### src/rtl/eeslv_pkg.sv
package eeslv_pkg;
    typedef enum logic [3:0] {
        S_IDLE,
        S_DEV,
        S_DEV_ACK,
        S_WADDR,
        S_WADDR_ACK,
        S_WDATA,
        S_WDATA_ACK,
        S_RDATA,
        S_RACK,
        S_IGNORE
    } slv_state_e;
endpackage

### src/rtl/eeslv_line_sync.sv
module eeslv_line_sync #(
    parameter int STAGES = 2
) (
    input  logic clk,
    input  logic rst_n,
    input  logic scl_in,
    input  logic sda_in,
    output logic scl_lvl,
    output logic sda_lvl,
    output logic scl_rise,
    output logic scl_fall,
    output logic start_det,
    output logic stop_det
);
    logic [STAGES-1:0] scl_sh;
    logic [STAGES-1:0] sda_sh;
    logic              scl_prev;
    logic              sda_prev;

    // Idle bus level is high, so everything resets to 1.
    always_ff @(posedge clk or negedge rst_n) begin
        if (!rst_n) begin
            scl_sh   <= '1;
            sda_sh   <= '1;
            scl_prev <= 1'b1;
            sda_prev <= 1'b1;
        end else begin
            scl_sh[0] <= scl_in;
            sda_sh[0] <= sda_in;
            for (int i = 1; i < STAGES; i++) begin
                scl_sh[i] <= scl_sh[i-1];
                sda_sh[i] <= sda_sh[i-1];
            end
            scl_prev <= scl_lvl;
            sda_prev <= sda_lvl;
        end
    end

    assign scl_lvl   = scl_sh[STAGES-1];
    assign sda_lvl   = sda_sh[STAGES-1];
    assign scl_rise  = scl_lvl & ~scl_prev;
    assign scl_fall  = ~scl_lvl & scl_prev;
    assign start_det = scl_lvl & scl_prev & sda_prev & ~sda_lvl;
    assign stop_det  = scl_lvl & scl_prev & ~sda_prev & sda_lvl;
endmodule

### src/rtl/eeslv_rx_shift.sv
module eeslv_rx_shift #(
    parameter int W = 8
) (
    input  logic         clk,
    input  logic         rst_n,
    input  logic         shift_en,
    input  logic         bit_in,
    output logic [W-1:0] rx_next
);
    logic [W-1:0] rx_q;

    always_ff @(posedge clk or negedge rst_n) begin
        if (!rst_n)        rx_q <= '0;
        else if (shift_en) rx_q <= rx_next;
    end

    // Value the register holds once the current bit is shifted in.
    assign rx_next = {rx_q[W-2:0], bit_in};
endmodule

### src/rtl/eeslv_addr_ctr.sv
module eeslv_addr_ctr #(
    parameter int ADDR_W = 8,
    parameter int COL_W  = 4
) (
    input  logic              clk,
    input  logic              rst_n,
    input  logic              load,
    input  logic [ADDR_W-1:0] load_val,
    input  logic              inc_seq,
    input  logic              inc_col,
    output logic [ADDR_W-1:0] addr
);
    localparam logic [ADDR_W-1:0] ONE_A = ADDR_W'(1);
    localparam logic [COL_W-1:0]  ONE_C = COL_W'(1);

    always_ff @(posedge clk or negedge rst_n) begin
        if (!rst_n)       addr <= '0;
        else if (load)    addr <= load_val;
        else if (inc_seq) addr <= addr + ONE_A;
        else if (inc_col) addr <= {addr[ADDR_W-1:COL_W], addr[COL_W-1:0] + ONE_C};
    end
endmodule

### src/rtl/eeslv_engine.sv
module eeslv_engine
    import eeslv_pkg::*;
#(
    parameter int          ADDR_W      = 8,
    parameter int          PAGE_COL_W  = 4,
    parameter int          SEL_W       = 3,
    parameter logic [3:0]  DEV_ID      = 4'b1010,
    parameter int          SYNC_STAGES = 2
) (
    input  logic              clk,
    input  logic              rst_n,
    input  logic              scl_in,
    input  logic              sda_in,
    output logic              sda_oe,
    input  logic [SEL_W-1:0]  chip_sel,
    input  logic              busy,
    output logic [ADDR_W-1:0] rd_addr,
    input  logic [7:0]        rd_data,
    output logic              wr_strobe,
    output logic [ADDR_W-1:0] wr_addr,
    output logic [7:0]        wr_data,
    output logic              wr_commit
);
    localparam int BYTE_W = 8;
    localparam int CNT_W  = $clog2(BYTE_W);
    localparam logic [CNT_W-1:0] LAST_BIT = CNT_W'(BYTE_W - 1);
    localparam logic [CNT_W-1:0] ONE_CNT  = CNT_W'(1);

    logic scl_lvl, sda_lvl, scl_rise, scl_fall, start_det, stop_det;
    slv_state_e state, nxt_state;
    logic [CNT_W-1:0]  bit_cnt;
    logic              phase;
    logic              is_read;
    logic              wr_pending;
    logic [BYTE_W-1:0] tx_q;
    logic [BYTE_W-1:0] rx_next;
    logic              rx_state, last_bit, byte_end, dev_hit;
    logic              ctr_load, ctr_inc_seq, ctr_inc_col;
    logic [ADDR_W-1:0] addr_q;

    eeslv_line_sync #(.STAGES(SYNC_STAGES)) sync_i (
        .clk(clk), .rst_n(rst_n), .scl_in(scl_in), .sda_in(sda_in),
        .scl_lvl(scl_lvl), .sda_lvl(sda_lvl), .scl_rise(scl_rise),
        .scl_fall(scl_fall), .start_det(start_det), .stop_det(stop_det)
    );

    assign rx_state = (state == S_DEV) || (state == S_WADDR) || (state == S_WDATA);
    assign last_bit = (bit_cnt == LAST_BIT);
    assign byte_end = scl_rise && last_bit;

    eeslv_rx_shift #(.W(BYTE_W)) rx_i (
        .clk(clk), .rst_n(rst_n), .shift_en(scl_rise && rx_state),
        .bit_in(sda_lvl), .rx_next(rx_next)
    );

    assign dev_hit = (rx_next[BYTE_W-1 -: 4] == DEV_ID)
                  && (rx_next[SEL_W:1] == chip_sel) && !busy;

    assign ctr_load    = (state == S_WADDR) && byte_end;
    assign ctr_inc_col = (state == S_WDATA) && byte_end;
    assign ctr_inc_seq = scl_fall && phase &&
                         (((state == S_DEV_ACK) && is_read) || (state == S_RACK));

    eeslv_addr_ctr #(.ADDR_W(ADDR_W), .COL_W(PAGE_COL_W)) ctr_i (
        .clk(clk), .rst_n(rst_n), .load(ctr_load), .load_val(rx_next[ADDR_W-1:0]),
        .inc_seq(ctr_inc_seq), .inc_col(ctr_inc_col), .addr(addr_q)
    );
    assign rd_addr = addr_q;

    // State register
    always_ff @(posedge clk or negedge rst_n) begin
        if (!rst_n) state <= S_IDLE;
        else        state <= nxt_state;
    end

    // Transitions
    always_comb begin
        nxt_state = state;
        if (start_det) begin
            nxt_state = S_DEV;
        end else if (stop_det) begin
            nxt_state = S_IDLE;
        end else begin
            unique case (state)
                S_IDLE, S_IGNORE: nxt_state = state;
                S_DEV:       if (byte_end) nxt_state = dev_hit ? S_DEV_ACK : S_IGNORE;
                S_DEV_ACK:   if (scl_fall && phase) nxt_state = is_read ? S_RDATA : S_WADDR;
                S_WADDR:     if (byte_end) nxt_state = S_WADDR_ACK;
                S_WADDR_ACK: if (scl_fall && phase) nxt_state = S_WDATA;
                S_WDATA:     if (byte_end) nxt_state = S_WDATA_ACK;
                S_WDATA_ACK: if (scl_fall && phase) nxt_state = S_WDATA;
                S_RDATA:     if (byte_end) nxt_state = S_RACK;
                S_RACK: begin
                    if (scl_rise && sda_lvl)    nxt_state = S_IGNORE;
                    else if (scl_fall && phase) nxt_state = S_RDATA;
                end
                default: nxt_state = S_IDLE;
            endcase
        end
    end

    // Outputs and datapath registers
    always_ff @(posedge clk or negedge rst_n) begin
        if (!rst_n) begin
            bit_cnt    <= '0;
            phase      <= 1'b0;
            sda_oe     <= 1'b0;
            tx_q       <= '0;
            is_read    <= 1'b0;
            wr_pending <= 1'b0;
            wr_strobe  <= 1'b0;
            wr_commit  <= 1'b0;
            wr_addr    <= '0;
            wr_data    <= '0;
        end else begin
            wr_strobe <= 1'b0;
            wr_commit <= 1'b0;
            if (start_det) begin
                bit_cnt    <= '0;
                phase      <= 1'b0;
                sda_oe     <= 1'b0;
                wr_pending <= 1'b0;
            end else if (stop_det) begin
                bit_cnt    <= '0;
                phase      <= 1'b0;
                sda_oe     <= 1'b0;
                wr_commit  <= wr_pending;
                wr_pending <= 1'b0;
            end else begin
                unique case (state)
                    S_DEV, S_WADDR, S_WDATA: begin
                        if (scl_rise) begin
                            bit_cnt <= bit_cnt + ONE_CNT;
                            if (last_bit) begin
                                phase <= 1'b0;
                                if (state == S_DEV) is_read <= rx_next[0];
                                if (state == S_WDATA) begin
                                    wr_strobe  <= 1'b1;
                                    wr_addr    <= addr_q;
                                    wr_data    <= rx_next;
                                    wr_pending <= 1'b1;
                                end
                            end
                        end
                    end
                    S_DEV_ACK, S_WADDR_ACK, S_WDATA_ACK: begin
                        if (scl_fall) begin
                            if (!phase) begin
                                sda_oe <= 1'b1;
                                phase  <= 1'b1;
                            end else begin
                                phase   <= 1'b0;
                                bit_cnt <= '0;
                                if ((state == S_DEV_ACK) && is_read) begin
                                    sda_oe <= ~rd_data[BYTE_W-1];
                                    tx_q   <= {rd_data[BYTE_W-2:0], 1'b0};
                                end else begin
                                    sda_oe <= 1'b0;
                                end
                            end
                        end
                    end
                    S_RDATA: begin
                        if (scl_rise) bit_cnt <= bit_cnt + ONE_CNT;
                        if (scl_fall) begin
                            sda_oe <= ~tx_q[BYTE_W-1];
                            tx_q   <= {tx_q[BYTE_W-2:0], 1'b0};
                        end
                    end
                    S_RACK: begin
                        if (scl_fall) begin
                            if (!phase) begin
                                sda_oe <= 1'b0;
                                phase  <= 1'b1;
                            end else begin
                                phase   <= 1'b0;
                                bit_cnt <= '0;
                                sda_oe  <= ~rd_data[BYTE_W-1];
                                tx_q    <= {rd_data[BYTE_W-2:0], 1'b0};
                            end
                        end
                    end
                    default: ;
                endcase
            end
        end
    end
endmodule

### config.mk
export PLATFORM = sky130hd
export DESIGN_NAME = eeslv_engine
export DESIGN_NICKNAME = d
export VERILOG_FILES = /design/src/rtl/eeslv_pkg.sv /design/src/rtl/eeslv_line_sync.sv /design/src/rtl/eeslv_rx_shift.sv /design/src/rtl/eeslv_addr_ctr.sv /design/src/rtl/eeslv_engine.sv
export SDC_FILE = /design/constraint.sdc
export NUM_CORES = 1
export LEC_CHECK = 0
export BUFFER_PORTS_ARGS = -buffer_cell sky130_fd_sc_hd__clkbuf_2
export CORE_MARGIN = 8
export CORE_UTILIZATION = 51
export CTS_CLUSTER_DIAMETER = 30
export DETAILED_ROUTE_END_ITERATION = 6
export PLACE_DENSITY = 0.81
export SLEW_MARGIN = 30
export SYNTH_ARGS = -nofsm -noshare
export SYNTH_HDL_FRONTEND = slang
export SYNTH_SLANG_ARGS = --single-unit
export TNS_END_PERCENT = 30
### constraint.sdc
create_clock -name clk -period 1.8 [get_ports clk]
set_input_delay 0.09 -clock clk [delete_from_list [all_inputs] [get_ports clk]]
set_output_delay 0.09 -clock clk [all_outputs]
set_load 0.02 [all_outputs]
==> flow_summary.yaml <==
clock_network:
  root_buffer: "clkbuf_8"
  htree_levels: 3
  clkSlewWorstSetupHoldPaths_ns: 0.06
  cts_buffers: 9
  cts.path.max_buffers: 2
  clk_latency_ns: 0.34
  clock-sinks: 57
  cts_tree: "done"
cells_and_area:
  drive_gt1_share_pct: 34.9
  diodes: 0
  synthToLayoutAreaGrowth_pct: 31.8
  finalNonFillerCells: 428
  fin_nets: 373
  regArea_mm2: 0.00143
  fillers: 399
  multi_input_comb_area_mm2: 0.00128
placement:
  pre_cts_slack_ns: -0.0485
  dp.cells: 406
  hpwlAfterDp_um: 4760
  gp_congestion: 0.911
  portBuffers: 42
sta:
  slew_headroom_pct: 65.9
  setup_ws_ns: -0.0502
  setup_viol: 6
  worstMarginPinSlew_ns: 0.511
  fin_skew_ns: 0.00872
  final-max-slew-violation-count: 0
  period_share_pct: 103
  clock.fmax_mhz: 540
  period_needed_ns: 1.85
  rsz0062_at_grt: "yes"
  finalHoldViolations: 0
worst_hold_path:
  holdPathEnd: "tx_q[2]$_DFFE_PN0P_"
  min_path_type: "input port to flip-flop"
  min_from: "rd_data[1]"
  whs_path_depth: 3
grt:
  grtUsageTotal_pct: 18.2
  grt_antenna_before_repair: 0
  grt_pass1_wl_um: 11000
  grt_max_degree: 40
  gr-total-overflow: 0
  grt_pass1_vias: 2287
synth:
  synth_cell_type_count: 46
  netlist_area_mm2: 0.00274
  synth.yosys.seq_area_share_pct: 52.4
  ys.flop_type: "dfrtp_1"
  async_flop_share_pct: 100
  syn_inst: 278
  synth_top_area_share_pct: 46.6
  syn-mean-instance-area_um2: 9.85
  synth.area.top_cells: "dfrtp_1 47%, nand2_1 8.1%, dfstp_2 5.8%"
  synth_nets: 297
  netlist_top_cells_count: "59 x nand2_1, 51 x dfrtp_1, 23 x nor2_1"
  yosysMostFrequentCell: "nand2_1"
  yosys.area.top_type: "dfrtp_1"
  synth_seq_cells: 57
  synth_warnings: 0
  synth-edff-count: 0
drt:
  initialDrtViolationCount: 154
  postRouteAntennaNets: 0
  routedWlPerCell_um: 15.7
  finalWirelength_um: 6740
  drc_errors: 0
  vias_per_cell: 5.34
  drt_pass1_iterations: 4
  num_vias: 2286
worst_setup_path:
  crit_arrival_ns: 2.10
  critPathSlowestCell: "dfstp_2"
  crit_buf_inv: 1
  r2r_end: "ctr_i.addr[3]$_DFFE_PN0P_"
  timing.rr.start: "sync_i.scl_sh[1]$_DFF_PN1_"
  crit_fanout: 7
  critPathKind: "flip-flop to flip-flop"
  r2r_slack_ns: -0.05
  crit_chain: "and4bb_2 > and2_4 > nand3_4 > inv_4 > o2111ai_1 > xor2_1 > a21oi_1"
  slowest_delay_ns: 0.55
  crit_path_end_kind: "flip-flop"
  rr_worst_depth: 7
  required_ns: 2.05
  crit_family: "simple AND/OR/NAND/NOR gates"
  startpoint_type: "flip-flop"
power_and_ir_drop:
  p_leak_nw: 1.76
  vdd_drop_max_uv: 662
  p_per_area_mw_per_mm2: 1280
die:
  rows: 26
  die_w_um: 89.3
  die_area_mm2: 0.00797
  io_pins: 43
  start_util_pct: 53.3
  die_h_um: 89.3
  fp.coreArea_mm2: 0.00514
run_status:
  outcome: "finished with violations"
  failed_checks: "negative setup slack"
job:
  maxCapViolations: 0
-- worst register-to-register path, cell delays in order (launching register included) --
cell and delay, ns:
dfstp_2 0.55, and4bb_2 0.32, and2_4 0.21, nand3_4 0.09, inv_4 0.10, o2111ai_1 0.16, xor2_1 0.18, a21oi_1 0.17
-- what timing repair did --
item | CTS | global route
buffers inserted | 1 | 1
setup endpoints to repair | 8 | 21
hold buffers | 4 | 0
pin swaps | 2 | 11
resized for setup | 8 | 13
cloned | 0 | 1
hold endpoints to repair | 15 | 0
-- layout by cell type (no fill, tap or decap), drive strengths merged, types with 8 or more instances in the layout --
cell type   n
nand2      59
a21oi      19
o21ai      11
mux2        9
nor2       23
dfrtp      51
buf        31
inv         8
clkbuf     52
-- flip-flops by register name, indices dropped and copies added, names as in the netlist --
| name | flops |
|---|---|
| bit_cnt | 3 |
| ctr_i.addr | 8 |
| is_read | 1 |
| phase | 1 |
| rx_i.rx_q | 7 |
| sda_oe | 1 |
| state | 4 |
| sync_i.scl_prev | 1 |
| sync_i.scl_sh | 2 |
| sync_i.sda_prev | 1 |
| sync_i.sda_sh | 2 |
| tx_q | 7 |
| wr_addr | 8 |
| wr_commit | 1 |
| wr_data | 8 |
| wr_pending | 1 |
| wr_strobe | 1 |
-- report_power, final --
| part | total, mW | internal, mW | switching (mW) |
|---|---|---|---|
| clock | 1.40 | 0.906 | 0.497 |
| sequential | 1.73 | 1.52 | 0.217 |
| combinational | 1.47 | 0.711 | 0.758 |
| total | 4.61 | 3.13 | 1.47 |
-- per-stage QoR --
step	total power, mW	TNS (ns)	utilization, %	hold slack (ns)	cell area (µm²)
after detailed placement	3.11	-0.116	62.7	0.0827	3220
after floorplan	2.57	-0.00783	-	-0.206	2750
after CTS	4.57	-0.0280	68.6	0.0582	3530
after global routing	4.87	-1.10	70.2	0.0783	3610
after global placement	3.07	-0.0249	62.7	0.0750	3220
final	4.61	-0.121	70.2	0.0621	3610
-- layout make-up --
cell class,count,area share (%)
Sequential cell,57,39.7
Multi-Input combinational cell,200,35.4
Timing Repair Buffer,78,15.1
Clock buffer,9,3.43
Clock inverter,6,2.98
Tap cell,70,2.43
Inverter,8,0.902
-- logic make-up after synthesis --
logic type / share of synthesized area (%)
AND/OR/NAND/NOR: 20.1
flip-flops: 52.4
AO/OA/AOI/OAI: 13.3
buffers and inverters: 3.15
multiplexers: 5.90
XOR/XNOR: 3.52
adder cells (fa/ha/maj): 1.74
-- routing by layer --
metal,up-vias,global-route usage [%],part of all wire [%]
met5,-,0,0
met4,0,8.76,1.1
met3,8,3.58,6.3
met2,69,29.0,49
met1,1083,23.1,44
li1,1126,-,-
-- worst max-delay path by stage --
stage,from,to,cells after the start
2_1_floorplan,sync_i.scl_prev$_DFF_PN1_,state[0]$_DFFE_PN0P_,6
3_3_place_gp,state[1]$_DFFE_PN0P_,bit_cnt[0]$_DFFE_PN0P_,4
3_5_place_dp,sync_i.scl_prev$_DFF_PN1_,ctr_i.addr[1]$_DFFE_PN0P_,7
4_1_cts,state[3]$_DFFE_PN0P_,ctr_i.addr[6]$_DFFE_PN0P_,7
5_1_grt,sync_i.scl_sh[1]$_DFF_PN1_,ctr_i.addr[3]$_DFFE_PN0P_,7
6_report,sync_i.scl_sh[1]$_DFF_PN1_,ctr_i.addr[3]$_DFFE_PN0P_,7
No activity file was read; power rests on OpenSTA's default activity.
